### config.mk
export PLATFORM = sky130hd
export DESIGN_NAME = lws_sram
export DESIGN_NICKNAME = d
export VERILOG_FILES = /design/src/rtl/lws_pkg.sv /design/src/rtl/lws_cmd_stage.sv /design/src/rtl/lws_lane.sv /design/src/rtl/lws_array.sv /design/src/rtl/lws_sram.sv
export SDC_FILE = /design/constraint.sdc
export NUM_CORES = 1
export LEC_CHECK = 0
export ABC_AREA = 1
export BUFFER_PORTS_ARGS = -buffer_cell sky130_fd_sc_hd__buf_2
export CORE_UTILIZATION = 40
export DETAILED_ROUTE_END_ITERATION = 12
export GPL_TIMING_DRIVEN = 0
export PLACE_DENSITY = 0.64
export SETUP_SLACK_MARGIN = 0.5
export SYNTH_ARGS = -nofsm -noshare
export SYNTH_HDL_FRONTEND = slang
export SYNTH_SLANG_ARGS = --single-unit
### constraint.sdc
create_clock -name clk -period 4.8 [get_ports clk]
set_input_delay 0.48 -clock clk [delete_from_list [all_inputs] [get_ports clk]]
set_output_delay 0.48 -clock clk [all_outputs]
set_load 0.1 [all_outputs]
### src/rtl/lws_pkg.sv
package lws_pkg;

   // Every data byte is nine bits wide.
   localparam int unsigned LANE_W = 9;

   // Returns 1 when a byte fails the selected polarity (1 = even, 0 = odd).
   function automatic logic lane_parity_bad(input logic [LANE_W-1:0] bits,
                                            input logic even_sel);
      return (^bits) ^ ~even_sel;
   endfunction

endpackage

### src/rtl/lws_cmd_stage.sv
module lws_cmd_stage #(
   parameter int unsigned ADDR_W = 4,
   parameter int unsigned BYTES  = 2
) (
   input  logic              clk,
   input  logic              rst_n,
   input  logic              adv,
   input  logic              d_valid,
   input  logic              d_write,
   input  logic [ADDR_W-1:0] d_addr,
   input  logic [BYTES-1:0]  d_be,
   output logic              q_valid,
   output logic              q_write,
   output logic [ADDR_W-1:0] q_addr,
   output logic [BYTES-1:0]  q_be
);

   always_ff @(posedge clk or negedge rst_n) begin
      if (!rst_n) begin
         q_valid <= 1'b0;
         q_write <= 1'b0;
         q_addr  <= '0;
         q_be    <= '0;
      end else if (adv) begin
         q_valid <= d_valid;
         q_write <= d_write;
         q_addr  <= d_addr;
         q_be    <= d_be;
      end
   end

endmodule

### src/rtl/lws_lane.sv
module lws_lane
   import lws_pkg::*;
(
   input  logic [LANE_W-1:0] stored,
   input  logic [LANE_W-1:0] incoming,
   input  logic              use_incoming,
   input  logic              even_sel,
   output logic [LANE_W-1:0] merged,
   output logic              parity_bad
);

   assign merged     = use_incoming ? incoming : stored;
   assign parity_bad = lane_parity_bad(incoming, even_sel);

endmodule

### src/rtl/lws_array.sv
module lws_array
   import lws_pkg::*;
#(
   parameter int unsigned ADDR_W = 4,
   parameter int unsigned BYTES  = 2
) (
   input  logic                      clk,
   input  logic                      rst_n,
   input  logic                      wen,
   input  logic [ADDR_W-1:0]         waddr,
   input  logic [BYTES-1:0]          wmask,
   input  logic [BYTES*LANE_W-1:0]   wdata,
   input  logic [ADDR_W-1:0]         raddr,
   output logic [BYTES*LANE_W-1:0]   rdata
);

   localparam int unsigned DEPTH  = 1 << ADDR_W;
   localparam int unsigned DATA_W = BYTES * LANE_W;

   logic [DATA_W-1:0] cells [DEPTH];

   always_ff @(posedge clk) begin
      if (wen) begin
         for (int b = 0; b < BYTES; b++) begin
            if (wmask[b]) cells[waddr][b*LANE_W +: LANE_W] <= wdata[b*LANE_W +: LANE_W];
         end
      end
   end

   assign rdata = cells[raddr];

   // A full-word write is visible on the read port after the edge.
   assert_write_lands_R4: assert property (@(posedge clk) disable iff (!rst_n)
      (wen && (&wmask)) |=> ((raddr != $past(waddr)) || (rdata == $past(wdata))))
      else $error("full write did not land in the array");

endmodule

### src/rtl/lws_sram.sv
module lws_sram
   import lws_pkg::*;
#(
   parameter int unsigned BYTES  = 2,
   parameter int unsigned ADDR_W = 4
) (
   input  logic                    clk,
   input  logic                    rst_n,
   input  logic                    pipe_mode,
   input  logic                    clk_en,
   input  logic                    sel_a,
   input  logic                    sel_b,
   input  logic                    sel_c,
   input  logic                    wr,
   input  logic [BYTES-1:0]        byte_en,
   input  logic [ADDR_W-1:0]       addr,
   input  logic [BYTES*LANE_W-1:0] din,
   input  logic                    par_even,
   input  logic                    out_en,
   input  logic                    sleep,
   output logic [BYTES*LANE_W-1:0] dout,
   output logic                    dout_drv,
   output logic                    par_err_n
);

   localparam int unsigned DATA_W = BYTES * LANE_W;
   localparam int unsigned STAGES = 2;

   initial begin
      assert (BYTES == 2 || BYTES == 4) else $error("BYTES must be 2 or 4");
      assert (ADDR_W >= 1 && ADDR_W <= 10) else $error("ADDR_W out of range");
   end

   // Command chain: index 0 is the incoming command, 1 and 2 are the stages.
   logic [STAGES:0]   ch_valid;
   logic [STAGES:0]   ch_write;
   logic [ADDR_W-1:0] ch_addr [STAGES+1];
   logic [BYTES-1:0]  ch_be   [STAGES+1];
   logic              selected;

   assign selected    = sel_a & sel_b & sel_c & ~sleep;
   assign ch_valid[0] = selected;
   assign ch_write[0] = wr;
   assign ch_addr[0]  = addr;
   assign ch_be[0]    = byte_en;

   for (genvar g = 0; g < STAGES; g++) begin : g_stage
      lws_cmd_stage #(.ADDR_W(ADDR_W), .BYTES(BYTES)) u_stage (
         .clk     (clk),
         .rst_n   (rst_n),
         .adv     (clk_en),
         .d_valid (ch_valid[g]),
         .d_write (ch_write[g]),
         .d_addr  (ch_addr[g]),
         .d_be    (ch_be[g]),
         .q_valid (ch_valid[g+1]),
         .q_write (ch_write[g+1]),
         .q_addr  (ch_addr[g+1]),
         .q_be    (ch_be[g+1])
      );
   end

   // Write port: the slot whose data is on din this cycle.
   logic              wcmd_v;
   logic [ADDR_W-1:0] wcmd_addr;
   logic [BYTES-1:0]  wcmd_be;
   logic              wen;

   always_comb begin
      if (pipe_mode) begin
         wcmd_v    = ch_valid[2] & ch_write[2];
         wcmd_addr = ch_addr[2];
         wcmd_be   = ch_be[2];
      end else begin
         wcmd_v    = ch_valid[1] & ch_write[1];
         wcmd_addr = ch_addr[1];
         wcmd_be   = ch_be[1];
      end
   end

   assign wen = clk_en & wcmd_v;

   logic [DATA_W-1:0] rdata;

   lws_array #(.ADDR_W(ADDR_W), .BYTES(BYTES)) u_array (
      .clk   (clk),
      .rst_n (rst_n),
      .wen   (wen),
      .waddr (wcmd_addr),
      .wmask (wcmd_be),
      .wdata (din),
      .raddr (ch_addr[1]),
      .rdata (rdata)
   );

   // Per-byte forwarding merge and parity check.
   logic              fwd_hit;
   logic [DATA_W-1:0] fwd_word;
   logic [BYTES-1:0]  lane_bad;

   assign fwd_hit = pipe_mode & ch_valid[2] & ch_write[2] & (ch_addr[2] == ch_addr[1]);

   for (genvar b = 0; b < BYTES; b++) begin : g_lane
      lws_lane u_lane (
         .stored       (rdata[b*LANE_W +: LANE_W]),
         .incoming     (din[b*LANE_W +: LANE_W]),
         .use_incoming (fwd_hit & ch_be[2][b]),
         .even_sel     (par_even),
         .merged       (fwd_word[b*LANE_W +: LANE_W]),
         .parity_bad   (lane_bad[b])
      );
   end

   // Pipelined output register and the parity flag.
   logic [DATA_W-1:0] q_reg;
   logic              q_vld;
   logic              s1_read;

   assign s1_read = ch_valid[1] & ~ch_write[1];

   always_ff @(posedge clk or negedge rst_n) begin
      if (!rst_n) begin
         q_reg     <= '0;
         q_vld     <= 1'b0;
         par_err_n <= 1'b1;
      end else if (clk_en) begin
         q_vld     <= s1_read;
         if (s1_read) q_reg <= fwd_word;
         par_err_n <= ~(wcmd_v & (|(lane_bad & wcmd_be)));
      end
   end

   // Bus slot selection and asynchronous drive gating.
   logic              slot_rd;
   logic [DATA_W-1:0] slot_data;

   assign slot_rd   = pipe_mode ? q_vld : s1_read;
   assign slot_data = pipe_mode ? q_reg : rdata;
   assign dout_drv  = slot_rd & out_en & ~sleep;
   assign dout      = dout_drv ? slot_data : '0;

   assert_pipe_slot_R3: assert property (@(posedge clk) disable iff (!rst_n)
      (clk_en && s1_read) |=> q_vld)
      else $error("pipelined read slot lost");

   assert_flow_desel_R8: assert property (@(posedge clk) disable iff (!rst_n)
      (clk_en && !pipe_mode && !selected) |=> (pipe_mode || !dout_drv))
      else $error("deselected slot drove the bus");

   assert_sleep_drop_R11: assert property (@(posedge clk) disable iff (!rst_n)
      (clk_en && sleep) |=> !ch_valid[1])
      else $error("command taken while asleep");

   assert_perr_cause_R12: assert property (@(posedge clk) disable iff (!rst_n)
      $fell(par_err_n) |-> $past(wcmd_v && clk_en))
      else $error("parity flag without a write sample");

endmodule

==> results.py <==
metrics = {
    "run_status": {
        "run_status": "finished clean",
    },
    "layout": {
        "layout-drive-gt1-share_pct": 10.6,
        "fin_nets": 1495,
        "fin_util_pct": 46.4,
        "n_fill_cell": 3232,
        "fin_area_um2": 16100,
        "num_antenna_cells": 0,
        "largest_reg_flops": 288,
        "syn2layout_area_growth_pct": 13.5,
    },
    "synthesis": {
        "synth_fp_nets": 1403,
        "synth_common_cells": "315 x nor2_1, 288 x edfxtp_1, 182 x nand2_1, 143 x o21ai_0, 136 x nand3_1",
        "synth_flop_cell": "edfxtp_1",
        "synth_edf_count": 288,
        "synthTopCellsByArea": "edfxtp_1 61%, nor2_1 8.3%, dfrtp_1 6.2%",
        "synth-seq-cells": 324,
        "yosysTopAreaCellShare_pct": 61.0,
        "yosysTopAreaCell": "edfxtp_1",
        "synth_seq_area_share_pct": 67.4,
        "yosysMostFrequentCell": "nor2_1",
        "postSynthAreaPerCell_um2": 10.4,
        "async_reset_ff_share_pct": 11.1,
        "yosysWarnings": 0,
        "netlist_instances": 1368,
        "ys_types": 27,
        "synth_area_um2": 14200,
    },
    "floorplanning": {
        "rows": 68,
        "chipHeight_um": 190,
        "ioPinCount": 55,
        "dieArea_um2": 36200,
        "die_x_um": 190,
        "start_util_pct": 40.8,
        "core_um2": 34700,
    },
    "critical_path": {
        "rr_startpoint": "g_stage[0].u_stage.q_addr[1]$_DFFE_PN0P_",
        "critPathArrivalTime_ns": 3.13,
        "r2r-end": "u_array.cells[1][11]$_DFFE_PP_",
        "crit_fanout": 10,
        "path_class": "flip-flop to output port",
        "cp-start-kind": "flip-flop",
        "worst_setup_path_end_kind": "output port",
        "r2r_setup_slack_ns": 2.03,
        "crit_start": "g_stage[0].u_stage.q_addr[1]$_DFFE_PN0P_",
        "cp.required_ns": 4.32,
        "reg2regPathDepth": 7,
    },
    "grt": {
        "grt_max_degree": 37,
        "grt_pass1_wl_um": 58800,
        "grt_overflow_total": 0,
        "antenna_found_initial": 0,
        "grt_pass1_vias": 9858,
        "grt.total_usage_pct": 21.9,
    },
    "detailed_routing": {
        "drt-total-wl_um": 38800,
        "drc": 0,
        "routedWlPerCell_um": 20.0,
        "ant_nets": 0,
        "firstDrtPassIters": 6,
        "via_per_inst": 5.26,
        "drt_first_iter_violations": 1071,
        "via_count": 10207,
    },
    "timing": {
        "slew_headroom_pct": 32.4,
        "finalSetupTns_ns": 0,
        "skew_ns": 0.0173,
        "period_needed_ns": 3.61,
        "post-route-period-util_pct": 75.2,
        "max_freq_ghz": 0.277,
        "slew_viol_final": 0,
        "hold_violations": 0,
        "worst_pin_slew_ns": 1.01,
        "rsz0062_at_grt": "false",
        "setup_violations": 0,
    },
    "pwr": {
        "power_leakage_nw": 6.23,
        "irDropWorstVdd_v": 0.000221,
        "p_per_area_nw_per_um2": 406,
        "p_total_mw": 6.53,
    },
    "clock_network": {
        "postCtsHoldBufs": 0,
        "clock_latency_ns": 0.51,
        "numCtsBuffers": 36,
        "post-cts-setup-buffers": 0,
        "ctsLongestPathBuffers": 3,
        "cts.sinks": 324,
        "ctsResizeCount": 0,
        "cts_tree": "built",
        "cts-root-buf": "clkbuf_16",
        "htree_levels": 2,
        "clk_pin_slew_ns": 0.06,
    },
    "run": {
        "maxCapViolCount": 0,
    },
    "placement": {
        "routabilityCongestion": 0.912,
        "place_area_um2": 15000,
        "place_hpwl_um": 27000,
        "portBuffers": 54,
    },
    "hold_path": {
        "hold_path_class": "primary input to async pin",
    },
}
## per-layer routing
| layer | part of all wire [%] | global-route usage (%) | routed length (um) |
|---|---|---|---|
| met5 | 0 | 0 | 0 |
| met4 | 3.0 | 7.51 | 1170 |
| met3 | 8.4 | 4.10 | 3240 |
| met2 | 45 | 34.5 | 17600 |
| met1 | 43 | 30.4 | 16800 |
## layout make-up
| cell class | count | area [um2] | share of cell area, % |
|---|---|---|---|
| Inverter | 105 | 394 | 2.45 |
| Multi-Input combinational cell | 861 | 3840 | 23.8 |
| Tap cell | 455 | 569 | 3.54 |
| Timing Repair Buffer | 54 | 270 | 1.68 |
| Clock inverter | 20 | 129 | 0.801 |
| Sequential cell | 324 | 9550 | 59.3 |
| Clock buffer | 43 | 948 | 5.89 |
| Buffer | 78 | 399 | 2.48 |
## where the power goes
group / total (mW) / internal [mW] / leakage (nW) / switching [mW]
Sequential: 3.18 / 3.15 / 3.04 / 0.0388
Combinational: 0.791 / 0.218 / 2.67 / 0.574
Clock: 2.55 / 1.46 / 0.515 / 1.09
## cell usage in the layout (no fill, tap or decap), types with 4 or more instances in the layout
cell type,count
buf_6,6
nand3_1,136
clkbuf_1,33
inv_1,101
o211ai_1,25
buf_1,8
nor2_1,315
edfxtp_1,288
buf_4,6
nand2_1,182
clkinv_1,11
clkinvlp_4,4
nand4_1,19
a21oi_1,10
buf_2,85
o21ai_1,16
o21ai_0,143
clkinv_2,4
dfrtp_1,35
clkbuf_16,37
## critical path, stage by stage, from the launching register on
cell,delay (ns)
dfrtp_1,0.36
buf_2,0.14
inv_2,0.15
clkbuf_1,0.49
o21ai_0,0.19
o211ai_1,0.31
nand3_1,0.25
nand3_1,0.18
nand2_1,0.08
inv_1,0.05
buf_2,0.41
## worst max-delay path by stage
stage | end | cells past startpoint
2_1_floorplan | dout[14] | 10
3_3_place_gp | dout[0] | 10
3_5_place_dp | dout[1] | 10
4_1_cts | dout[1] | 10
5_1_grt | dout[12] | 10
6_report | dout[1] | 10
## cells by family (layout without fill, tap and decap cells)
| group | Yosys count | in the layout | share of synthesized area, % |
|---|---|---|---|
| and+or+nand+nor | 658 | 658 | 19.1 |
| xor gates and xnor gates | 5 | 5 | 0.309 |
| AOI/OAI and AO/OA | 198 | 198 | 7.63 |
| DFF | 324 | 324 | 67.4 |
| buffers and inverters | 183 | 300 | 5.59 |
## metrics by stage
stage          hold WS, ns  worst slack [ns]  instances
2_1_floorplan        0.184              2.43       1368
3_3_place_gp         0.460              1.83       1877
3_5_place_dp         0.466              1.76       1877
4_1_cts             0.0985              1.22       1940
5_1_grt              0.142              1.02       1940
6_report            0.0867              1.19       1940
Power figures use the tool's default switching activity.
